--- src/rtl/seg_guard_pkg.sv ---
package seg_guard_pkg;

  localparam int SEL_W    = 16;
  localparam int DESC_W   = 64;
  localparam int PL_W     = 2;
  localparam int DEST_W   = 3;
  localparam int NUM_DEST = 6;
  localparam int NUM_LANE = 1 << DEST_W;

  // selector layout
  localparam int TI_BIT      = 2;
  localparam int ENTRY_SHIFT = TI_BIT + 1;
  localparam int IDX_W       = SEL_W - ENTRY_SHIFT;

  // descriptor attribute positions
  localparam int D_PRESENT = 47;
  localparam int D_DPL_LSB = 45;
  localparam int D_CLASS   = 44;
  localparam int D_EXEC    = 43;
  localparam int D_CONF    = 42;
  localparam int D_RW      = 41;

  // destination codes
  localparam logic [DEST_W-1:0] DST_CODE  = 3'd0;
  localparam logic [DEST_W-1:0] DST_STACK = 3'd1;
  localparam logic [DEST_W-1:0] DST_DAT0  = 3'd2;
  localparam logic [DEST_W-1:0] DST_DAT3  = 3'd5;

  typedef enum logic [1:0] {
    FLT_NONE   = 2'd0,
    FLT_GP     = 2'd1,
    FLT_STACK  = 2'd2,
    FLT_ABSENT = 2'd3
  } fault_e;

  typedef struct packed {
    logic [IDX_W-1:0] idx;
    logic             ti;
    logic [PL_W-1:0]  rpl;
  } sel_t;

  typedef struct packed {
    logic            present;
    logic [PL_W-1:0] dpl;
    logic            cls;
    logic            exec;
    logic            conf;
    logic            rw;
  } attr_t;

  function automatic logic [PL_W-1:0] pl_max(input logic [PL_W-1:0] a,
                                              input logic [PL_W-1:0] b);
    return (a > b) ? a : b;
  endfunction

endpackage

--- src/rtl/seg_guard_fields.sv ---
module seg_guard_fields
  import seg_guard_pkg::*;
#(
  parameter int LIMIT_W = 16
) (
  input  logic [SEL_W-1:0]   sel,
  input  logic [DESC_W-1:0]  desc,
  input  logic [LIMIT_W-1:0] gdt_limit,
  input  logic [LIMIT_W-1:0] ldt_limit,
  output sel_t               fields,
  output attr_t              attr,
  output logic               is_null,
  output logic               in_range
);

  localparam int CMP_W = ((LIMIT_W > SEL_W) ? LIMIT_W : SEL_W) + 1;

  logic [CMP_W-1:0] last_byte;
  logic [CMP_W-1:0] tbl_limit;
  logic             unused_desc_bits;

  always_comb begin
    fields    = sel_t'(sel);
    last_byte = '0;
    last_byte[SEL_W-1:0] = {fields.idx, {ENTRY_SHIFT{1'b1}}};
    tbl_limit = '0;
    tbl_limit[LIMIT_W-1:0] = fields.ti ? ldt_limit : gdt_limit;
    in_range  = (last_byte <= tbl_limit);
    is_null   = (fields.idx == '0) && !fields.ti;
  end

  always_comb begin
    attr.present = desc[D_PRESENT];
    attr.dpl     = desc[D_DPL_LSB +: PL_W];
    attr.cls     = desc[D_CLASS];
    attr.exec    = desc[D_EXEC];
    attr.conf    = desc[D_CONF];
    attr.rw      = desc[D_RW];
  end

  assign unused_desc_bits = ^{desc[DESC_W-1:D_PRESENT+1], desc[D_RW-1:0]};

endmodule

--- src/rtl/seg_guard_rules.sv ---
module seg_guard_rules
  import seg_guard_pkg::*;
(
  input  logic [DEST_W-1:0] dest,
  input  logic [PL_W-1:0]   cpl,
  input  sel_t              fields,
  input  attr_t             attr,
  input  logic              is_null,
  input  logic              in_range,
  input  logic              via_gate,
  input  logic [PL_W-1:0]   gate_dpl,
  output fault_e            fault,
  output logic [PL_W-1:0]   cpl_next
);

  logic [PL_W-1:0]     eff_pl;
  logic [NUM_LANE-1:0] lane_null_ok;
  logic [NUM_LANE-1:0] lane_type_ok;
  logic [NUM_LANE-1:0] lane_priv_ok;

  assign eff_pl = pl_max(fields.rpl, cpl);

  // one lane per destination code; unused codes reject everything
  for (genvar g = 0; g < NUM_LANE; g++) begin : g_lane
    if (g == int'(DST_CODE)) begin : g_code
      assign lane_null_ok[g] = 1'b0;
      assign lane_type_ok[g] = attr.exec;
      assign lane_priv_ok[g] = via_gate ? ((attr.dpl <= eff_pl) && (eff_pl <= gate_dpl))
                             : attr.conf ? (attr.dpl <= cpl)
                             : (attr.dpl == cpl);
    end else if (g == int'(DST_STACK)) begin : g_stack
      assign lane_null_ok[g] = 1'b0;
      assign lane_type_ok[g] = !attr.exec && attr.rw;
      assign lane_priv_ok[g] = (attr.dpl == cpl);
    end else if (g < NUM_DEST) begin : g_data
      assign lane_null_ok[g] = 1'b1;
      assign lane_type_ok[g] = !attr.exec || attr.rw;
      assign lane_priv_ok[g] = (eff_pl <= attr.dpl);
    end else begin : g_none
      assign lane_null_ok[g] = 1'b0;
      assign lane_type_ok[g] = 1'b0;
      assign lane_priv_ok[g] = 1'b0;
    end
  end

  always_comb begin
    if (is_null) begin
      fault = lane_null_ok[dest] ? FLT_NONE : FLT_GP;
    end else if (!in_range || !attr.cls || !lane_type_ok[dest] || !lane_priv_ok[dest]) begin
      fault = FLT_GP;
    end else if (!attr.present) begin
      fault = (dest == DST_STACK) ? FLT_STACK : FLT_ABSENT;
    end else begin
      fault = FLT_NONE;
    end
  end

  always_comb begin
    cpl_next = cpl;
    if ((dest == DST_CODE) && via_gate) begin
      cpl_next = attr.dpl;
    end
  end

endmodule

--- src/rtl/seg_guard_resp.sv ---
module seg_guard_resp
  import seg_guard_pkg::*;
(
  input  logic            clk,
  input  logic            rst_n,
  input  logic            req_valid,
  output logic            req_ready,
  output logic            accept,
  input  fault_e          fault_in,
  input  logic [PL_W-1:0] cpl_in,
  output logic            rsp_valid,
  input  logic            rsp_ready,
  output fault_e          fault_q,
  output logic [PL_W-1:0] cpl_q
);

  logic pending_q;
  logic pending_d;
  logic load_en;

  assign req_ready = !pending_q;
  assign accept    = req_valid && !pending_q;
  assign load_en   = accept;
  assign rsp_valid = pending_q;

  always_comb begin
    pending_d = pending_q;
    if (accept) begin
      pending_d = 1'b1;
    end else if (rsp_ready) begin
      pending_d = 1'b0;
    end
  end

  always_ff @(posedge clk or negedge rst_n) begin
    if (!rst_n) begin
      pending_q <= 1'b0;
    end else begin
      pending_q <= pending_d;
    end
  end

  always_ff @(posedge clk or negedge rst_n) begin
    if (!rst_n) begin
      fault_q <= FLT_NONE;
      cpl_q   <= '0;
    end else if (load_en) begin
      fault_q <= fault_in;
      cpl_q   <= cpl_in;
    end
  end

  p_hold_r1: assert property (@(posedge clk) disable iff (!rst_n)
    (pending_q && !rsp_ready) |=> (pending_q && $stable(fault_q) && $stable(cpl_q)));

  p_accept_resp_r1: assert property (@(posedge clk) disable iff (!rst_n)
    accept |=> rsp_valid);

endmodule

--- src/rtl/seg_load_guard.sv ---
module seg_load_guard
  import seg_guard_pkg::*;
#(
  parameter int LIMIT_W = 16
) (
  input  logic               clk,
  input  logic               rst_n,
  input  logic               req_valid,
  output logic               req_ready,
  input  logic [2:0]         req_dest,
  input  logic [15:0]        req_sel,
  input  logic [1:0]         req_cpl,
  input  logic [LIMIT_W-1:0] req_gdt_limit,
  input  logic [LIMIT_W-1:0] req_ldt_limit,
  input  logic [63:0]        req_desc,
  input  logic               req_via_gate,
  input  logic [1:0]         req_gate_dpl,
  output logic               rsp_valid,
  input  logic               rsp_ready,
  output logic               rsp_ok,
  output logic [1:0]         rsp_fault,
  output logic [1:0]         rsp_cpl
);

  logic            rst_meta_q;
  logic            rst_sync_n;
  sel_t            fields;
  attr_t           attr;
  logic            is_null;
  logic            in_range;
  fault_e          fault_c;
  fault_e          fault_q;
  logic [PL_W-1:0] cpl_c;
  logic [PL_W-1:0] cpl_q;
  logic            accept;

  // reset asserts at once, releases after two edges
  always_ff @(posedge clk or negedge rst_n) begin
    if (!rst_n) begin
      rst_meta_q <= 1'b0;
      rst_sync_n <= 1'b0;
    end else begin
      rst_meta_q <= 1'b1;
      rst_sync_n <= rst_meta_q;
    end
  end

  seg_guard_fields #(.LIMIT_W(LIMIT_W)) i_fields (
    .sel       (req_sel),
    .desc      (req_desc),
    .gdt_limit (req_gdt_limit),
    .ldt_limit (req_ldt_limit),
    .fields    (fields),
    .attr      (attr),
    .is_null   (is_null),
    .in_range  (in_range)
  );

  seg_guard_rules i_rules (
    .dest     (req_dest),
    .cpl      (req_cpl),
    .fields   (fields),
    .attr     (attr),
    .is_null  (is_null),
    .in_range (in_range),
    .via_gate (req_via_gate),
    .gate_dpl (req_gate_dpl),
    .fault    (fault_c),
    .cpl_next (cpl_c)
  );

  seg_guard_resp i_resp (
    .clk       (clk),
    .rst_n     (rst_sync_n),
    .req_valid (req_valid),
    .req_ready (req_ready),
    .accept    (accept),
    .fault_in  (fault_c),
    .cpl_in    (cpl_c),
    .rsp_valid (rsp_valid),
    .rsp_ready (rsp_ready),
    .fault_q   (fault_q),
    .cpl_q     (cpl_q)
  );

  assign rsp_fault = fault_q;
  assign rsp_ok    = (fault_q == FLT_NONE);
  assign rsp_cpl   = cpl_q;

  p_null_data_r3: assert property (@(posedge clk) disable iff (!rst_sync_n)
    (accept && (req_dest >= DST_DAT0) && (req_dest <= DST_DAT3) && (req_sel[15:2] == '0))
      |=> rsp_ok);

  p_bound_r4: assert property (@(posedge clk) disable iff (!rst_sync_n)
    (accept && (req_sel[15:2] != '0) &&
     ({1'b0, req_sel[15:3], 3'b111} > {1'b0, (req_sel[2] ? req_ldt_limit : req_gdt_limit)}))
      |=> (rsp_fault == 2'd1));

  p_stack_level_r9: assert property (@(posedge clk) disable iff (!rst_sync_n)
    (accept && (req_dest == DST_STACK) && (req_desc[46:45] != req_cpl)) |=> !rsp_ok);

  p_keep_cpl_r10: assert property (@(posedge clk) disable iff (!rst_sync_n)
    (accept && !((req_dest == DST_CODE) && req_via_gate)) |=> (rsp_cpl == $past(req_cpl)));

  p_gate_cpl_r11: assert property (@(posedge clk) disable iff (!rst_sync_n)
    (accept && (req_dest == DST_CODE) && req_via_gate)
      |=> (!rsp_ok || (rsp_cpl == $past(req_desc[46:45]))));

endmodule

--- config.mk ---
export PLATFORM = sky130hd
export DESIGN_NAME = seg_load_guard
export DESIGN_NICKNAME = d
export VERILOG_FILES = /design/src/rtl/seg_guard_pkg.sv /design/src/rtl/seg_guard_fields.sv /design/src/rtl/seg_guard_rules.sv /design/src/rtl/seg_guard_resp.sv /design/src/rtl/seg_load_guard.sv
export SDC_FILE = /design/constraint.sdc
export NUM_CORES = 1
export LEC_CHECK = 0
export BUFFER_PORTS_ARGS = -buffer_cell sky130_fd_sc_hd__buf_4
export CAP_MARGIN = 20
export CORE_ASPECT_RATIO = 2
export CORE_UTILIZATION = 37
export CTS_BUF_LIST = sky130_fd_sc_hd__clkbuf_16
export DETAILED_ROUTE_END_ITERATION = 12
export PLACE_DENSITY = 0.87
export SLEW_MARGIN = 10
export SYNTH_ARGS = -nofsm -noshare
export SYNTH_HDL_FRONTEND = slang
export SYNTH_HIERARCHICAL = 1
export SYNTH_SLANG_ARGS = --single-unit
--- constraint.sdc ---
create_clock -name clk -period 0.8 [get_ports clk]
set_clock_uncertainty 0.1 [all_clocks]
set_input_delay 0.08 -clock clk [delete_from_list [all_inputs] [get_ports clk]]
set_output_delay 0.08 -clock clk [all_outputs]
set_load 0.01 [all_outputs]
# Word level (Yosys, flattened, before mapping)
# Memory sizes are Yosys's and may differ from the RTL's.
# Index checks and enable logic that the tools add are counted.
[op_classes]
n_reduce_logical = 20
n_lt_le_gt_ge = 7
n_eq_ne = 2
n_mux = 17
[ops]
columns = ["operator", "count"]
rows = [
  ["less-or-equal comparator 16 bit", 1],
  ["two-way mux 16 bit", 1],
  ["zero test 13 bit", 1],
  ["two-way mux 2 bit", 5],
  ["two-way mux 1 bit", 9],
  ["less-or-equal comparator 2 bit", 4],
  ["zero test 1 bit", 7],
  ["binary-select mux 1 bit (select 3 bit)", 2],
  ["logical AND 1 bit", 5],
  ["logical OR 1 bit", 4],
  ["< comparator 3 x 4 -> 1 bit (second input constant)", 1],
  ["== test 3 x 1 -> 1 bit (second input constant)", 1],
  ["zero test 3 bit", 1],
  ["== test 2 bit", 1],
  ["greater-than comparator 2 bit", 1],
  ["zero test 2 bit", 1],
  ["nonzero test 2 bit", 1],
]
[word_totals]
romBits = 8
wordCells = 52
mem_count = 1
output_inout_bits = 7
regBits = 7
input_bits = 124
[mem_list]
columns = ["name", "depth", "word_bits", "rd", "rd_clocked_by_memory_dff", "wr", "line", "source"]
rows = [
  ["(name not given)", 8, 1, 1, 0, 0, "seg_guard_rules.sv:48", "fault = lane_null_ok[dest] ? FLT_NONE : FLT_GP;"],
]

# Longest topological paths before layout
[depth]
ltp_word = 11
depth_mapped = 15

# By module
# The synthesis kept the hierarchy.
[modules_own_cells]
columns = ["module", "instances", "cells_per_inst", "area_each_um2", "seq_area_each_um2"]
rows = [
  ["seg_guard_fields", 1, 78, 655.6, 0.0],
  ["seg_guard_rules", 1, 60, 410.4, 0.0],
  ["seg_guard_resp", 1, 13, 214.0, 125.1],
  ["seg_load_guard", 1, 4, 57.6, 50.0],
]

# Least setup slack after synthesis
# Ideal clock, no wire load.
[synth_path]
path_type = "input port to flip-flop"
start = "input port req_sel[2]"
end = "register i_resp.fault_q[0]"
n_path_buf = 2
t_required_ps = 575
t_arrival_ps = 2261
setup_ps = 125
cell_stages = 14
slack_ps = -1686
cell_sequence = "buf_2 buf_2 mux2i_1 ha_1 a21o_1 a221oi_1 o211ai_2 o31ai_1 nand2_1 nor2_1 o21ai_0 o21ai_0 o21ai_0 mux2_4"
[synth_via]
elab_chain_len = 8
word_cells_on_any_way = 10
cone_classes = "order compare (1); mux (3); reduce/logical (6)"
[synth_rtl]
columns = ["item", "line", "source"]
rows = [
  ["from (decl)", "seg_load_guard.sv:11", "input logic [15:0] req_sel,"],
  ["two-way mux 16 bit", "seg_guard_fields.sv:27", "tbl_limit[LIMIT_W-1:0] = fields.ti ? ldt_limit : gdt_limit;"],
  ["less-or-equal comparator 16 bit", "seg_guard_fields.sv:28", "in_range = (last_byte <= tbl_limit);"],
  ["named net in_range", "seg_load_guard.sv:30", "logic in_range;"],
  ["zero test 1 bit", "seg_guard_rules.sv:49", "end else if (!in_range || !attr.cls || !lane_type_ok[dest] || !lane_priv_ok[dest]) begin"],
  ["logical OR 1 bit (3 in series)", "seg_guard_rules.sv:49", ""],
  ["two-way mux 2 bit", "seg_guard_rules.sv:49", ""],
  ["two-way mux 2 bit", "seg_guard_rules.sv:47", "if (is_null) begin"],
  ["named net fault_c[0]", "seg_load_guard.sv:31", "fault_e fault_c;"],
  ["to (signal assigned)", "seg_guard_resp.sv:48", "fault_q <= fault_in;"],
  ["to (decl)", "seg_guard_resp.sv:13", "output fault_e fault_q,"],
]
# The timed path passes the listed nets, and every way through them passes these cells.
# A chain may end at the register's enable or synchronous reset.

# Final worst setup path
# Ends and elaborated chain as after synthesis.

==> impl_metrics.toml <==
[job]
maxCapViolations = 0

[setup_path]
critPathCaptureType = "register"
critPathLaunchType = "input pin"
required_ns = 0.81
cp_max_fo = 7
crit_type = "input pin to register"
cp.arrival_ns = 2.06

[finish]
fillers = 236
area_delta_synth_final_pct = 79.90
design_area_um2 = 2217
nNetsFinal = 386
instances_no_fill = 272
drive_above_1_share_pct = 55.19
antenna_cells = 0

[drt]
finalWirelength_um = 4162
vias_per_cell = 5.408
drtPass1Iterations = 4
drc = 0
first_iter_violations = 19
ant_nets = 0
wl_per_cell_um = 15.30
vias = 1471

[grt]
grt_start_max_net_pins = 9
grt_antenna_before_repair = 0
grt_overflow = 0
grt_use_total_pct = 23.83
grt_pass1_wl_um = 6672
grt_pass1_vias = 1633

[logic_synthesis]
syn_area_um2 = 1232
synth_fp_nets = 285
yosys_warnings = 6
syn_area_per_cell_um2 = 8.741
netlist_instances = 141

[clocking]
clk_latency_ns = 0.23
clk_pin_slew_ns = 0.04
cts-root-buf = "clkbuf_16"
h-tree-depth = 1
cts_buffers = 3
clock_path_buffers = 2
cts_sinks = 7
tritoncts = "done"
cts-hold-fix-buffers = 2

[placed_design]
place_inst = 258
portBuffers = 73
gp_congestion = 0.8790
dpl.hpwl_um = 3191
place_area_um2 = 1938

[sta]
fin_crit_ns = 2.045
setup_violations = 12
hold_ws_ns = -0.02648
period_share_pct = 255.6
rsz0062_at_grt = "true"
timing.final.ws_setup_ns = -1.245
clock.fmax_ghz = 0.4891
hold_violations = 5
drv_slew = 0

[floorplanning]
initial_core_util_pct = 39.04
num_rows = 29
fp.dieH_um = 83.62
core_um2 = 3157
dieArea_um2 = 3580
ioPinCount = 131
die_width_um = 42.81

[power_and_ir_drop]
p_leak_nw = 1.148
power_density_nw_per_um2 = 1152
max-vdd-ir-drop_mv = 1.651

[min_path]
hold_class = "register to asynchronous set/reset pin"

[status]
violations = "negative hold slack, negative setup slack"
outcome = "complete, but fails checks"
==> cell type report <==
type | instances | area (um^2) | share of cell area [%]
inverter | 12 | 47.55 | 2.144
clock buffer | 3 | 75.07 | 3.386
clock inverter | 1 | 3.754 | 0.1693
tap | 31 | 38.79 | 1.749
sequential | 7 | 175.2 | 7.901
multi-input combinational | 110 | 983.4 | 44.36
timing repair buffer | 108 | 893.4 | 40.29
==> report_power, final <==
part           switching, mW  leakage (nW)  total (mW)  internal (mW)
sequential            0.0375        0.0815       0.436          0.399
combinational          0.487          1.02        1.28          0.795
clock                  0.186        0.0423       0.836          0.650
total                  0.710          1.15        2.55           1.84
==> state kept, by name (all words and copies together), names as in the netlist <==
| signal | flops |
|---|---|
| i_resp/cpl_q | 2 |
| i_resp/fault_q | 2 |
| i_resp/rsp_valid | 1 |
| rst_meta_q | 1 |
| rst_sync_n | 1 |
==> layout by cell type, fill, tap and decap left out, types with 3 or more instances in the layout <==
| cell | count |
|---|---|
| dfrtp_1 | 7 |
| nand3_1 | 4 |
| nand2_1 | 7 |
| o21ai_0 | 3 |
| o21ai_1 | 4 |
| mux2i_1 | 10 |
| a21oi_1 | 5 |
| buf_4 | 92 |
| nor4_1 | 4 |
| nor2_1 | 5 |
| inv_1 | 12 |
| buf_6 | 12 |
| nand2b_1 | 4 |
| mux2_4 | 6 |
| clkbuf_16 | 3 |
| ha_1 | 20 |
==> routing by layer <==
layer  wire length [um]  global-route usage, %  vias to the layer above  part of all wire (%)
met4                109                  7.670                        0                   2.6
li1                   -                      -                      715                     -
met1               1287                  20.11                      671                    31
met2               2450                  48.48                       78                    59
met5                  0                      0                        -                     0
met3                314                  6.494                        7                   7.5
==> final timing paths <==
path	from	endpoint	slack, ns	cells past startpoint
max in group asynchronous	rst_n	rst_sync_n$_DFF_PN0_	0.42	2
hold reg to reg	rst_sync_n$_DFF_PN0_	i_resp/cpl_q[1]$_DFFE_PN0P_	-0.03	0
hold / removal	rst_sync_n$_DFF_PN0_	i_resp/cpl_q[1]$_DFFE_PN0P_	-0.03	0
min in group clk	req_desc[46]	i_resp/cpl_q[1]$_DFFE_PN0P_	0.14	4
setup reg to reg	i_resp/rsp_valid$_DFFE_PN0P_	i_resp/cpl_q[0]$_DFFE_PN0P_	-0.38	3
setup / recovery	req_sel[2]	i_resp/fault_q[0]$_DFFE_PN0P_	-1.24	14
==> stage by stage <==
step                      worst slack [ns]  total power, mW  setup TNS [ns]  util [%]
after floorplan                     -1.374           0.9757          -3.670         -
after global placement              -1.494            1.470          -4.396     61.40
after detailed placement            -1.565            1.503          -4.578     61.40
after CTS                           -1.168            2.497          -4.728     68.97
after global routing                -1.487            2.703          -5.640     70.23
final                               -1.245            2.554          -4.906     70.23
==> critical path, stage by stage <==
cell and delay (ns):
buf_16 0.10, mux2i_2 0.21, ha_1 0.26, nor2b_1 0.14
o21ai_2 0.11, a311o_1 0.19, o211ai_2 0.10, o31ai_2 0.07
nand2_1 0.07, nor2_1 0.10, o21ai_1 0.09, o21ai_1 0.16
o21ai_1 0.09, mux2_4 0.26
==> repair_timing <==
action                                  CTS  global route
gates cloned                              1             0
hold endpoints to repair                  8             5
endpoints found under the setup margin   12            12
resized for setup                        21             5
buffers inserted                          5             2
pin swaps                                 4             6
Power figures use the tool's default switching activity.
